[config.mk]
export PLATFORM = sky130hd
export DESIGN_NAME = bridge_ctrl_regs
export DESIGN_NICKNAME = d
export VERILOG_FILES = /design/src/rtl/bcr_pkg.sv /design/src/rtl/bcr_addr_dec.sv /design/src/rtl/bcr_irq_mask.sv /design/src/rtl/bcr_rst_trig.sv /design/src/rtl/bridge_ctrl_regs.sv
export SDC_FILE = /design/constraint.sdc
export NUM_CORES = 1
export LEC_CHECK = 0
export BUFFER_PORTS_ARGS = -buffer_cell sky130_fd_sc_hd__buf_2
export CORE_AREA = 2 2 401 403
export DETAILED_ROUTE_END_ITERATION = 8
export DIE_AREA = 0 0 403 405
export GPL_ROUTABILITY_DRIVEN = 0
export PLACE_DENSITY_LB_ADDON = 0.12
export SYNTH_ARGS = -nofsm -noshare
export SYNTH_HDL_FRONTEND = slang
export SYNTH_SLANG_ARGS = --single-unit
export TNS_END_PERCENT = 10
[constraint.sdc]
create_clock -name clk -period 3.6 [get_ports clk]
set_input_delay 0.18 -clock clk [delete_from_list [all_inputs] [get_ports clk]]
set_output_delay 0.18 -clock clk [all_outputs]
set_load 0.05 [all_outputs]
[src/rtl/bcr_pkg.sv]
package bcr_pkg;

    localparam int DATA_W = 32;
    localparam int NREG   = 28;
    localparam int IDX_W  = $clog2(NREG);

    // Word indices whose behaviour differs from plain storage
    localparam int IX_GEN   = 1;   // general configuration, holds the trigger bit
    localparam int IX_ENSET = 12;  // set shadow for the enable word
    localparam int IX_ENCLR = 13;  // clear shadow for the enable word
    localparam int IX_EN    = 14;  // enable word, bus read-only
    localparam int IX_STAT  = 15;  // status word, bus read-only

    localparam int TRIG_BIT = 2;

    typedef enum logic [2:0] {
        K_NONE,
        K_PLAIN,
        K_GEN,
        K_SET,
        K_CLR,
        K_RO
    } wr_kind_e;

    typedef struct packed {
        logic [DATA_W-1:0] rdata;
        logic [DATA_W-1:0] stat;
    } top_state_t;

    function automatic logic [DATA_W-1:0] reset_word(input int unsigned ix);
        case (ix)
            0:       return 32'h0000_0C40;
            1:       return 32'h0000_1384;
            2:       return 32'h2BFF_8010;
            3:       return 32'h255E_0091;
            4:       return 32'h0000_6140;
            7:       return 32'h0000_01FF;
            8:       return 32'h0000_01FF;
            26:      return 32'h0000_0008;
            27:      return 32'h1000_0000;
            default: return '0;
        endcase
    endfunction

endpackage

[src/rtl/bcr_addr_dec.sv]
module bcr_addr_dec
    import bcr_pkg::*;
#(
    parameter int ADDR_W = 8
) (
    input  logic [ADDR_W-1:0] addr,
    input  logic              we,
    output logic              hit,
    output logic [IDX_W-1:0]  idx,
    output wr_kind_e          kind
);

    localparam int WIDX_W = ADDR_W - 2;
    localparam logic [IDX_W-1:0] C_GEN   = IDX_W'(IX_GEN);
    localparam logic [IDX_W-1:0] C_ENSET = IDX_W'(IX_ENSET);
    localparam logic [IDX_W-1:0] C_ENCLR = IDX_W'(IX_ENCLR);
    localparam logic [IDX_W-1:0] C_EN    = IDX_W'(IX_EN);
    localparam logic [IDX_W-1:0] C_STAT  = IDX_W'(IX_STAT);

    logic [WIDX_W-1:0] widx;

    always_comb begin
        widx = addr[ADDR_W-1:2];
        // misaligned or out-of-window addresses count as undefined
        hit  = (addr[1:0] == 2'b00) && (widx < WIDX_W'(NREG));
        idx  = widx[IDX_W-1:0];
    end

    always_comb begin
        if (!we || !hit) begin
            kind = K_NONE;
        end else begin
            case (idx)
                C_GEN:          kind = K_GEN;
                C_ENSET:        kind = K_SET;
                C_ENCLR:        kind = K_CLR;
                C_EN, C_STAT:   kind = K_RO;
                default:        kind = K_PLAIN;
            endcase
        end
    end

endmodule

[src/rtl/bcr_irq_mask.sv]
module bcr_irq_mask
    import bcr_pkg::*;
(
    input  logic              clk,
    input  logic              rst_n,
    input  logic              set_we,
    input  logic              clr_we,
    input  logic [DATA_W-1:0] wdata,
    output logic [DATA_W-1:0] en
);

    logic [DATA_W-1:0] en_d, en_q;

    always_comb begin
        en_d = en_q;
        if (set_we) begin
            en_d = en_q | wdata;
        end else if (clr_we) begin
            en_d = en_q & ~wdata;
        end
    end

    always_ff @(posedge clk or negedge rst_n) begin
        if (!rst_n) begin
            en_q <= '0;
        end else begin
            en_q <= en_d;
        end
    end

    assign en = en_q;

endmodule

[src/rtl/bcr_rst_trig.sv]
module bcr_rst_trig (
    input  logic clk,
    input  logic rst_n,
    input  logic arm_we,
    input  logic old_bit,
    input  logic new_bit,
    output logic pulse
);

    logic pulse_d, pulse_q;

    always_comb begin
        pulse_d = arm_we && !old_bit && new_bit;
    end

    always_ff @(posedge clk or negedge rst_n) begin
        if (!rst_n) begin
            pulse_q <= 1'b0;
        end else begin
            pulse_q <= pulse_d;
        end
    end

    assign pulse = pulse_q;

endmodule

[src/rtl/bridge_ctrl_regs.sv]
module bridge_ctrl_regs
    import bcr_pkg::*;
#(
    parameter int ADDR_W = 8
) (
    input  logic                   clk,
    input  logic                   rst_n,
    input  logic [ADDR_W-1:0]      bus_addr,
    input  logic                   bus_we,
    input  logic [DATA_W-1:0]      bus_wdata,
    output logic [DATA_W-1:0]      bus_rdata,
    input  logic [DATA_W-1:0]      irq_status_in,
    output logic [DATA_W-1:0]      irq_enable,
    output logic                   sys_reset_req,
    output logic [NREG*DATA_W-1:0] reg_image
);

    logic             dec_hit;
    logic [IDX_W-1:0] dec_idx;
    wr_kind_e         dec_kind;
    logic             dec_store;
    logic [DATA_W-1:0] en_w;
    logic [DATA_W-1:0] slot_w [NREG];
    top_state_t       top_d, top_q;

    bcr_addr_dec #(.ADDR_W(ADDR_W)) u_dec (
        .addr (bus_addr),
        .we   (bus_we),
        .hit  (dec_hit),
        .idx  (dec_idx),
        .kind (dec_kind)
    );

    assign dec_store = (dec_kind != K_NONE) && (dec_kind != K_RO);

    bcr_irq_mask u_mask (
        .clk    (clk),
        .rst_n  (rst_n),
        .set_we (dec_kind == K_SET),
        .clr_we (dec_kind == K_CLR),
        .wdata  (bus_wdata),
        .en     (en_w)
    );

    bcr_rst_trig u_trig (
        .clk     (clk),
        .rst_n   (rst_n),
        .arm_we  (dec_kind == K_GEN),
        .old_bit (slot_w[IX_GEN][TRIG_BIT]),
        .new_bit (bus_wdata[TRIG_BIT]),
        .pulse   (sys_reset_req)
    );

    for (genvar i = 0; i < NREG; i++) begin : g_slot
        if (i == IX_EN) begin : g_en
            assign slot_w[i] = en_w;
        end else if (i == IX_STAT) begin : g_stat
            assign slot_w[i] = top_q.stat;
        end else begin : g_rw
            logic [DATA_W-1:0] val_d, val_q;

            always_comb begin
                val_d = val_q;
                if (dec_store && (dec_idx == IDX_W'(i))) begin
                    val_d = bus_wdata;
                end
            end

            always_ff @(posedge clk or negedge rst_n) begin
                if (!rst_n) begin
                    val_q <= reset_word(i);
                end else begin
                    val_q <= val_d;
                end
            end

            assign slot_w[i] = val_q;
        end
        assign reg_image[i*DATA_W +: DATA_W] = slot_w[i];
    end

    always_comb begin
        top_d      = top_q;
        top_d.stat = irq_status_in;
        top_d.rdata = dec_hit ? slot_w[dec_idx] : '0;
    end

    always_ff @(posedge clk or negedge rst_n) begin
        if (!rst_n) begin
            top_q <= '0;
        end else begin
            top_q <= top_d;
        end
    end

    assign bus_rdata  = top_q.rdata;
    assign irq_enable = en_w;

endmodule

==> out/results.tsv, run 1 <==
stage	metric	value	unit
outcome	outcome	finished clean	
routing	total wire length	198700	um
timing	Slew HR	28.56	%
floorplan	core area	0.1593	sq mm
cts	CTS Buffer Depth	3	
cts	Sink Count	929	
cts	post-cts resize count	0	
synthesis	Avg Inst Size Synth	15.43	sq um
timing	setup TNS	0	ns
pwr	Peak VDD IR	0.0003839	V
flow_run	# Max-Cap Violations	0	
cts	H-tree levels	3	
worst_setup_path	critical path, cell by cell	mux4_2, mux2_2, a221oi_1, nor3_1	
global_route	initial antenna violation count	8	
timing	worst-margin pin slew	1.072	ns
worst_setup_path	critical path launch point type	register	
pwr	total power	27.73	mW
synthesis	Post-synth EDFFs	0	
global_route	first-pass GRT wire length	270000	um
cells_and_area	Reg area	0.02332	sq mm
synthesis	register bit total from synthesis	929	
cells_and_area	Final nets	3806	
cts	Worst-Skew Late Latency	0.74	ns
timing	final setup fails	0	
worst_setup_path	crit-path max cell delay	0.78	ns
worst_setup_path	CP Max Fanout	4	
place	number of buffers added on ports	1035	
floorplan	Starting Density	26.21	%
pwr	Lkg Pwr	28.04	nW
routing	Routed Antenna Nets	0	
timing	Fmax	420.2	MHz
synthesis	Synth Cell Area	0.04175	sq mm
timing	RSZ-0062 raised after global routing	false	
floorplan	Row Count	147	
routing	WL/cell	33.61	um
timing	Final Hold Viols	0	
timing	period utilization	66.10	%
floorplan	chip height	405	um
cells_and_area	Layout area overhead	28.79	%
hold_path	Hold Crit Class	in -> reg	
global_route	number of global-route vias before repair	30530	
floorplan	die width	403	um
cts	Worst-path clk slew	0.06	ns
cts	CTS Root Cell	clkbuf_16	
cells_and_area	Layout Cells excl Fill	5912	
worst_setup_path	CP max-delay cell	a221oi_1	
timing	hold slack	0.05770	ns
cells_and_area	Fill cells	15960	
global_route	largest net degree at the start of global routing	81	
routing	drt pass-1 iters	5	
global_route	Congestion Overflow GR	0	
timing	final worst setup slack	1.220	ns
synthesis	Yosys cell types	43	
routing	DRC violations left	0	
floorplan	die footprint	0.1632	sq mm
timing	Final min period	2.380	ns
cells_and_area	layout cell share with drive strength beyond 1	64.26	%
routing	post-DR vias/cell	4.935	
place	placed insts	5666	
synthesis	Post-synth ARST share	100.0	%
timing	fin. max-slew vios	0	
synthesis	yosys warns	0	
place	dpl ws	0.5307	ns
cts	Num CTS Buffers	114	
global_route	gr usage total	23.83	%
worst_setup_path	critical setup path kind	reg -> reg	
cells_and_area	Multi-input gate area	0.01705	sq mm
floorplan	io pins	1036	
worst_setup_path	worst endpoint required time	4.17	ns
cts	CTS tree	done	
synthesis	Cells after Synth	2705	
place	Detailed Place HPWL	143700	um
synthesis	Top FF cell, synth	dfrtp_1	
routing	DRT iter0 DRCs	1573	
routing	total number of vias	29170	
worst_setup_path	crit path capture type	register	
worst_setup_path	crit path DAT	2.95	ns
timing	Clock Skew	0.03931	ns
synthesis	Syn Nets	2780	
pwr	Power Density	515.8	mW/mm^2
synthesis	sequential area share after synthesis	55.85	%
==> cells in the mapped netlist, drive strengths merged (12+ instances only) <==
| master | n | area, sq um |
|---|---|---|
| nand2 | 79 | 296.5 |
| a22oi | 12 | 90.09 |
| o211a | 26 | 260.3 |
| nor2b | 12 | 75.07 |
| a22o | 32 | 280.3 |
| mux4 | 180 | 4054 |
| o21ai | 32 | 160.2 |
| clkbuf | 103 | 386.6 |
| nor3 | 33 | 201.5 |
| dfrtp | 872 | 21820 |
| inv | 32 | 120.1 |
| a221oi | 26 | 227.7 |
| a21oi | 12 | 60.06 |
| buf | 175 | 1044 |
| a221o | 20 | 200.2 |
| dfstp | 57 | 1498 |
| mux2 | 872 | 9819 |
| mux2i | 68 | 680.7 |
==> cells in the final DEF (no fill, tap or decap), types with 14 or more instances in the layout <==
cell type      count
a221o_1           20
a221oi_1          26
a22o_1            32
buf_12            34
buf_2           1029
buf_4             85
clkbuf_1          37
clkbuf_16        115
clkbuf_8          34
clkinv_2          15
dfrtp_1          872
dfstp_2           57
dlygate4sd3_1     35
inv_1             32
mux2_1            14
mux2_2           858
mux2i_1           68
mux4_2           180
nand2_1           69
nor3_1            27
o211a_1           26
o21ai_0           32
==> critical path, delay by kind of cell, from the launching register on <==
kind | cells | cell delay [ns]
compound gates | 1 | 0.78
mux | 2 | 0.87
simple gates | 1 | 0.10
flops | 1 | 0.46
==> layout make-up <==
class | count | share of cell area, %
sequential | 929 | 43.37
inverter | 32 | 0.2234
multi-input combinational | 1466 | 31.71
timing repair buffer | 1188 | 12.81
tap | 2086 | 4.854
antenna | 1 | 0.004654
clock buffer | 185 | 6.455
clock inverter | 25 | 0.5678
==> stage by stage <==
step / cell area (sq um) / utilization, %
2_1_floorplan: 41750 / -
3_3_place_gp: 49640 / 31.16
3_5_place_dp: 49640 / 31.16
4_1_cts: 53760 / 33.75
5_1_grt: 53760 / 33.75
6_report: 53770 / 33.76
==> power by group <==
group          switching, mW  internal, mW  total [mW]
clock                   4.85          6.90        11.8
sequential             0.430          11.0        11.4
combinational           3.37          1.21        4.59
total                   8.66          19.1        27.7
==> repair_timing <==
item                                   4_1_cts  5_1_grt
setup buffers                                0        0
setup endpoints to repair                    0        0
hold buffers                                35        0
endpoints found under the hold margin       88        0
==> sequential cells by signal, summed over array words and instances (netlist names), named ones only <==
signal / count
bus_rdata: 32
g_slot.g_rw.val_q: 832
reg_image: 32
u_trig.pulse: 1
==> per-layer routing <==
metal	wire (um)	vias to the layer above	share of wire, %	track usage (%)
li1	-	12120	-	-
met1	75410	15820	38	27.18
met2	101600	964	51	42.14
met3	13850	264	7.0	7.078
met4	7728	8	3.9	8.437
met5	47	-	0.024	0
==> path summary, 6_finish.rpt <==
path | slack (ns) | from | endpoint | depth (start not counted)
min reg2reg | 0.52 | g_slot[21].g_rw.val_q[2] | g_slot[21].g_rw.val_q[2] | 1
max | 1.22 | register | bus_rdata[31] | 4
max in group asynchronous | 2.33 | rst_n | g_slot[3].g_rw.val_q[19] | 3
max reg2reg | 1.22 | register | bus_rdata[31] | 4
min | 0.06 | bus_wdata[3] | g_slot[13].g_rw.val_q[3] | 3
min in group asynchronous | 0.11 | rst_n | g_slot[3].g_rw.val_q[14] | 2
==> cell families (layout without fill, tap and decap cells) <==
| group | after synthesis | after routing | share of synthesized area, % |
|---|---|---|---|
| DFF | 929 | 929 | 55.85 |
| muxes | 1120 | 1120 | 34.86 |
| other | 0 | 1 | 0 |
| AOI/OAI and AO/OA | 190 | 190 | 3.656 |
| buffers and inverters | 310 | 1430 | 3.713 |
| and+or+nand+nor | 156 | 156 | 1.915 |
(Power assumes the default switching activity.)
==> run 2: changes to the inputs <==
clock period = 2.35 ns   (was 3.6 ns; I/O delays follow)
==> run 2 against run 1 <==
Against the previous run:
- power is 55% higher
- final cell count is 2.4% higher
- die area stayed put
- combinational power is 56% higher
- via count is 1.8% higher
- non-clock buffer count is 136 higher
- sequential share of layout area is 1.4 points lower
- global-route usage is 0.94 points higher
- wire length is 3.9% higher
- highest routed layer unchanged
==> out/results.tsv, run 2 (synthesis gave the netlist of run 1 again) <==
stage	metric	value	unit	change
outcome	outcome	finished clean		unchanged
cells_and_area	Fill cells	15860		was 15960
cells_and_area	commonest non-fill, non-tap cell in the layout	buf_2		unchanged
timing	Final Hold Viols	0		unchanged
cts	CTS Root Cell	clkbuf_16		unchanged
routing	drt pass-1 iters	5		unchanged
worst_setup_path	crit-path max cell delay	0.65	ns	was 0.78 ns
timing	final setup fails	0		unchanged
cells_and_area	Layout area overhead	33.13	%	was 28.79%
cells_and_area	Final nets	3941		was 3806
cells_and_area	Layout Cells excl Fill	6052		was 5912
pwr	Net Sw Power	13.35	mW	was 8.657 mW
flow_run	# Max-Cap Violations	0		unchanged
worst_setup_path	critical path launch point type	register		unchanged
timing	hold slack	0.05293	ns	was 0.05770 ns
worst_setup_path	critical setup path kind	reg -> reg		unchanged
place	dpl cell area	0.05080	sq mm	was 0.04964 sq mm
worst_setup_path	CP max-delay cell	a221oi_1		unchanged
global_route	initial antenna violation count	8		unchanged
global_route	Congestion Overflow GR	0		unchanged
cts	Sink Count	929		unchanged
cells_and_area	Reg area	0.02332	sq mm	unchanged
routing	total wire length	206400	um	was 198700 um
cts	Worst-path clk slew	0.06	ns	about the same
floorplan	chip height	405	um	unchanged
cells_and_area	Multi-input gate area	0.01705	sq mm	unchanged
global_route	number of global-route vias before repair	31330		was 30530
floorplan	die footprint	0.1632	sq mm	unchanged
pwr	clock power share	42.5	%	was 42.4%
cts	H-tree levels	3		unchanged
timing	period utilization	98.68	%	was 66.10%
worst_setup_path	worst endpoint required time	2.93	ns	was 4.17 ns
pwr	Sw Share	31.11	%	was 31.21%
floorplan	die width	403	um	unchanged
cells_and_area	layout cell share with drive strength beyond 1	63.96	%	was 64.26%
timing	RSZ-0062 raised after global routing	false		unchanged
cells_and_area	max reg flops	832		unchanged
place	placed insts	5744		was 5666
worst_setup_path	crit path DAT	2.89	ns	was 2.95 ns
cells_and_area	fin area	0.05558	sq mm	was 0.05377 sq mm
pwr	Cell Int Power	29.55	mW	was 19.08 mW
routing	met1 wire length	78750	um	was 75410 um
worst_setup_path	critical path, cell by cell	mux4_2, mux2_2, a221oi_1, buf_4, nor3_1		was mux4_2, mux2_2, a221oi_1, nor3_1
routing	DRT iter0 DRCs	1579		was 1573
floorplan	Starting Density	26.21	%	unchanged
global_route	gr usage total	24.77	%	was 23.83%
worst_setup_path	CP Max Fanout	4		unchanged
routing	total number of vias	29710		was 29170
timing	worst-margin pin slew	1.127	ns	was 1.072 ns
place	Detailed Place HPWL	151400	um	was 143700 um
pwr	Peak VDD IR	0.0006431	V	was 0.0003839 V
routing	wire length on met2	108700	um	was 101600 um
cells_and_area	leading cell types in the layout, fill and taps excluded	buf_2, dfrtp_1, mux2_2, mux4_2, buf_4		was buf_2, dfrtp_1, mux2_2, mux4_2, clkbuf_16
cells_and_area	fin util	34.89	%	was 33.76%
timing	final worst setup slack	0.03105	ns	was 1.220 ns
cts	Num CTS Buffers	113		was 114
routing	DR WL met3	13140	um	was 13850 um
pwr	combinational power share	16.7	%	was 16.5%
routing	DRC violations left	0		unchanged
pwr	total power	42.89	mW	was 27.73 mW
global_route	largest net degree at the start of global routing	97		was 81
timing	fin. max-slew vios	0		unchanged
routing	DR top layer	met5		unchanged
routing	Routed Antenna Nets	0		unchanged
timing	Slew HR	24.57	%	was 28.56%
pwr	Power Density	771.7	mW/mm^2	was 515.8 mW/mm^2
floorplan	core area	0.1593	sq mm	unchanged
timing	Fmax	431.2	MHz	was 420.2 MHz
worst_setup_path	CP endpoint	bus_rdata[0]		was bus_rdata[31]
cts	Worst-Skew Late Latency	0.73	ns	was 0.74 ns
timing	setup TNS	0	ns	unchanged
cts	CTS tree	done		unchanged
cts	CTS Buffer Depth	3		unchanged
hold_path	Hold Crit Class	in -> reg		unchanged
pwr	Lkg Pwr	28.87	nW	was 28.04 nW
timing	Clock Skew	0.03022	ns	was 0.03931 ns
routing	post-DR vias/cell	4.910		was 4.935
place	dpl ws	-0.2031	ns	was 0.5307 ns
worst_setup_path	reg-to-reg slack, setup	0.03	ns	was 1.22 ns
global_route	first-pass GRT wire length	279900	um	was 270000 um
timing	Final min period	2.319	ns	was 2.380 ns
floorplan	Row Count	147		unchanged
worst_setup_path	Register-to-Register Path Depth	5		was 4
worst_setup_path	crit path capture type	register		unchanged
routing	WL/cell	34.10	um	was 33.61 um
worst_setup_path	Reg-to-Reg End	bus_rdata[0]		was bus_rdata[31]
pwr	Seq pwr share	40.9	%	was 41.1%
floorplan	io pins	1036		unchanged
cells_and_area	Largest Register	g_slot.g_rw.val_q		unchanged
place	number of buffers added on ports	1035		unchanged
## run 2: cell types whose count changed in the layout (fill, tap and decap cells not counted), sizes merged
cell         change
buf             +79
bufinv           +2
clkbuf           +1
clkinv           -5
diode            +6
dlygate4sd3     +57
## run 2: what timing repair did
action | CTS | global route
setup endpoints to repair | 0 | 1
hold buffers | 92 | 0
endpoints found under the hold margin | 896 | 0
resized for setup | 0 | 0
buffers inserted | 0 | 1
## run 2: power groups by stage
| stage | registers (mW) | clock network (mW) | logic, mW |
|---|---|---|---|
| floorplan | 20.2 | 0 | 1.86 |
| global placement | 17.8 | 0 | 7.13 |
| detailed placement | 17.8 | 0 | 7.13 |
| CTS | 17.5 | 18.7 | 7.26 |
| global route | 17.6 | 19.3 | 7.47 |
| finish | 17.5 | 18.2 | 7.15 |
## run 2: how the worst min path moves through the flow
stage | end | slack [ns] | startpoint | cells past startpoint
after floorplan | asynchronous set/reset pin | -0.18 | rst_n | 0
after global placement | g_slot[0].g_rw.val_q[31] | 0.09 | rst_n | 1
after detailed placement | g_slot[0].g_rw.val_q[31] | 0.09 | rst_n | 1
after CTS | g_slot[13].g_rw.val_q[21] | 0.001 | bus_wdata[21] | 3
after global routing | g_slot[13].g_rw.val_q[21] | 0.03 | bus_wdata[21] | 3
final | g_slot[13].g_rw.val_q[6] | 0.05 | bus_wdata[6] | 3
## run 2: critical path: cells and delay by family (launching register included)
family / cells / cell delay, ns
AO/OA/AOI/OAI: 1 / 0.65
AND/OR/NAND/NOR: 1 / 0.04
flip-flops: 1 / 0.44
buffers and inverters: 1 / 0.22
multiplexers: 2 / 0.81
## run 2: final cells by class
type / count / area share (%)
Clock inverter: 22 / 0.6866
Multi-Input combinational cell: 1466 / 30.68
Inverter: 32 / 0.2161
Sequential cell: 929 / 41.95
Timing Repair Buffer: 1324 / 15.52
Antenna cell: 7 / 0.03152
Clock buffer: 186 / 6.215
Tap cell: 2086 / 4.696
## run 2: layer usage
metal / vias to the layer above / global-route usage [%]
met2: 944 / 45.49
met3: 206 / 6.482
met5: - / 0
met4: 2 / 6.400
li1: 12370 / -
met1: 16190 / 28.31
==> run 3: changes to the inputs <==
ABC_AREA = 1   (was default)
CORE_AREA = 2 2 405 407   (was 2 2 401 403)
DIE_AREA = 0 0 407 409   (was 0 0 403 405)
==> run 3 against run 2 <==
Against the previous run:
- combinational power increased by 0.6%
- sequential power about the same
- fmax decreased by 1.2%
- sequential cell count unchanged
- clock power increased by 2%
- non-clock buffer count increased by 5
- register-to-register slack improved by 0.52 ns
- synthesized cell count increased by 110%
- largest power group unchanged
==> out/results.tsv, run 3 <==
stage	metric	value	unit	change
outcome	outcome	finished clean		unchanged
worst_setup_path	RR Startpoint	g_slot[0].g_rw.val_q[16]		
cts	CTS Root Cell	clkbuf_16		unchanged
timing	Clock Skew	0.02112	ns	was 0.03022 ns
routing	drt pass-1 iters	6		was 5
worst_setup_path	reg-to-reg slack, setup	0.55	ns	was 0.03 ns
worst_setup_path	critical setup path kind	in -> reg		was reg -> reg
worst_setup_path	CP max-delay cell	dlygate4sd3_1		was a221oi_1
timing	final setup fails	0		unchanged
flow_run	# Max-Cap Violations	0		unchanged
timing	Fmax	426.1	MHz	was 431.2 MHz
pwr	Lkg Pwr	30.39	nW	was 28.87 nW
global_route	initial antenna violation count	11		was 8
synthesis	Yosys top cell by area	dfrtp_1		unchanged
floorplan	io pins	1036		unchanged
timing	hold slack	0.06027	ns	was 0.05293 ns
synthesis	register bit total from synthesis	929		unchanged
synthesis	Cells after Synth	5572		was 2705
cts	post-cts resize count	0		unchanged
cells_and_area	Largest Register	g_slot.g_rw.val_q		unchanged
floorplan	die footprint	0.1665	sq mm	was 0.1632 sq mm
cts	Worst-Skew Late Latency	0.74	ns	was 0.73 ns
cells_and_area	leading cell types in the layout, fill and taps excluded	nand2_1, buf_2, dfrtp_1, o21ai_1, o21ai_0		was buf_2, dfrtp_1, mux2_2, mux4_2, buf_4
routing	Routed Antenna Nets	0		unchanged
cts	Num CTS Buffers	114		was 113
floorplan	Row Count	148		was 147
synthesis	sequential area share after synthesis	54.74	%	was 55.85%
place	dpl ws	0.005739	ns	was -0.2031 ns
timing	fin. max-slew vios	0		unchanged
timing	Slew HR	38.65	%	was 24.57%
cts	H-tree levels	3		unchanged
timing	setup TNS	0	ns	unchanged
worst_setup_path	worst endpoint required time	2.97	ns	was 2.93 ns
floorplan	Starting Density	26.29	%	was 26.21%
timing	RSZ-0062 raised after global routing	false		unchanged
global_route	Congestion Overflow GR	0		unchanged
pwr	Peak VDD IR	0.0005909	V	was 0.0006431 V
cells_and_area	commonest non-fill, non-tap cell in the layout	nand2_1		was buf_2
routing	WL/cell	25.96	um	was 34.10 um
worst_setup_path	critical path launch point type	primary input		was register
routing	DRC violations left	0		unchanged
cts	Worst-path clk slew	0.06	ns	about the same
synthesis	Yosys cell types	26		was 43
worst_setup_path	CP Max Fanout	9		was 4
place	Detailed Place HPWL	164700	um	was 151400 um
worst_setup_path	Largest delay share family, worst path	buffers and inverters		was multiplexers
cells_and_area	Layout Cells excl Fill	8849		was 6052
floorplan	chip height	409	um	was 405 um
cts	Sink Count	929		unchanged
place	number of buffers added on ports	1035		unchanged
cells_and_area	Final nets	6653		was 3941
timing	Final min period	2.347	ns	was 2.319 ns
routing	total number of vias	42210		was 29710
worst_setup_path	crit path DAT	2.96	ns	was 2.89 ns
cells_and_area	max reg flops	832		unchanged
worst_setup_path	crit path capture type	register		unchanged
worst_setup_path	critical path, cell by cell	dlygate4sd3_1, buf_8, nor2_4, dlygate4sd3_1, nand3_2, dlygate4sd3_1, nand2_1, nand2_1		was mux4_2, mux2_2, a221oi_1, buf_4, nor3_1
synthesis	Post-synth ARST share	100.0	%	unchanged
synthesis	Synth Cell Area	0.04260	sq mm	was 0.04175 sq mm
synthesis	Avg Inst Size Synth	7.646	sq um	was 15.43 sq um
synthesis	Top FF cell, synth	dfrtp_1		unchanged
hold_path	Hold Crit Class	in -> async		was in -> reg
timing	period utilization	99.88	%	was 98.68%
routing	DRT iter0 DRCs	3949		was 1579
synthesis	Synth area leaders	dfrtp_1, nand2_1, o21ai_1		was dfrtp_1, mux2_2, mux4_2
routing	post-DR vias/cell	4.770		was 4.910
cts	CTS Buffer Depth	3		unchanged
worst_setup_path	Reg-to-Reg End	bus_rdata[16]		was bus_rdata[0]
timing	final worst setup slack	0.002901	ns	was 0.03105 ns
cells_and_area	layout cell share with drive strength beyond 1	22.79	%	was 63.96%
routing	total wire length	229800	um	was 206400 um
floorplan	core area	0.1620	sq mm	was 0.1593 sq mm
worst_setup_path	CP dominant cell by count	dlygate4sd3_1		
synthesis	top-area cell type share of the netlist area	51.22	%	was 52.27%
synthesis	yosys warns	0		unchanged
cts	CTS tree	done		unchanged
place	placed insts	8535		was 5744
worst_setup_path	worst path bufs/invs	4		was 1
global_route	largest net degree at the start of global routing	108		was 97
synthesis	Post-synth EDFFs	0		unchanged
pwr	Power Density	776.9	mW/mm^2	was 771.7 mW/mm^2
worst_setup_path	crit-path max cell delay	0.79	ns	was 0.65 ns
synthesis	Syn Nets	5647		was 2780
synthesis	most numerous cell in the Yosys netlist	nand2_1		was dfrtp_1
floorplan	die width	407	um	was 403 um
global_route	gr usage total	26.92	%	was 24.77%
worst_setup_path	Register-to-Register Path Depth	8		was 5
pwr	total power	43.36	mW	was 42.89 mW
global_route	first-pass GRT wire length	320800	um	was 279900 um
global_route	number of global-route vias before repair	40220		was 31330
timing	Final Hold Viols	0		unchanged
synthesis	top cells by count, synth	nand2_1, dfrtp_1, o21ai_1		was dfrtp_1, mux2_2, mux4_2
cts	number of setup buffers added after CTS	0		unchanged
timing	worst-margin pin slew	0.9192	ns	was 1.127 ns
cells_and_area	Layout area overhead	31.01	%	was 33.13%
==> run 3: changes by cell type in the layout (fill, tap and decap cells not counted), sizes merged, moves of 68 or more <==
cell   change
nand3    +126
mux2     -872
nor2      +75
mux2i     -68
o21ai    +839
nand2   +2973
mux4     -180
==> run 3: final cells by class <==
type                            count  area (sq um)
Sequential cell                   929         23320
Timing Repair Buffer             1329          8482
Clock inverter                     38         506.7
Clock buffer                      169          3413
Inverter                           47         192.7
Fill cell                       17470        106200
Tap cell                         2175          2721
Antenna cell                        5         12.51
Multi-Input combinational cell   4157         17170
==> run 3: worst reg2reg max path, cell delays in order (launching register included) <==
cell     delay, ns
dfrtp_1       0.43
nand2_1       0.09
nand2_1       0.08
nand2_1       0.07
nand3_1       0.07
nand2_1       0.08
nand3_1       0.08
nor2_1        0.62
nor2_1        0.14
==> run 3: timing repair <==
| item | 4_1_cts | 5_1_grt |
|---|---|---|
| endpoints found under the hold margin | 1457 | 0 |
| endpoints found under the setup margin | 0 | 0 |
| hold buffers | 102 | 0 |
==> run 3: report_power, final <==
group	switching [mW]	internal, mW	leakage [nW]
logic	5.67	1.52	15.9
clock network	7.71	10.9	1.93
registers	0.806	16.8	12.6
total	14.2	29.2	30.4
==> run 3: cells by family after synthesis <==
logic type / Yosys count / synth area share [%]
AOI/OAI and AO/OA: 879 / 10.34
buffers and inverters: 486 / 5.122
DFF: 929 / 54.74
and+or+nand+nor: 3278 / 29.80
==> run 3: per-stage QoR <==
step | instance area, sq um | util [%]
floorplan | 42600 | -
global placement | 50850 | 31.38
detailed placement | 50850 | 31.38
CTS | 55800 | 34.44
global route | 55800 | 34.44
finish | 55810 | 34.45
==> run 3: how the worst max path moves through the flow <==
stage | start | endpoint | slack [ns] | cells after the start
global route | bus_addr[4] | g_slot[7].g_rw.val_q[19] | 0.01 | 11
detailed placement | bus_addr[3] | bus_rdata[12] | 0.006 | 11
floorplan | bus_addr[3] | g_slot[9].g_rw.val_q[23] | 0.82 | 11
CTS | bus_addr[2] | g_slot[12].g_rw.val_q[12] | 0.11 | 8
global placement | bus_addr[3] | bus_rdata[17] | -0.02 | 11
finish | bus_addr[2] | g_slot[12].g_rw.val_q[12] | 0.003 | 8
==> run 3: per-layer routing <==
layer / global-route usage (%) / part of all wire (%)
met5: 0 / 0.0091
met4: 8.525 / 3.3
met3: 6.510 / 7.9
met2: 41.15 / 44
met1: 37.26 / 44
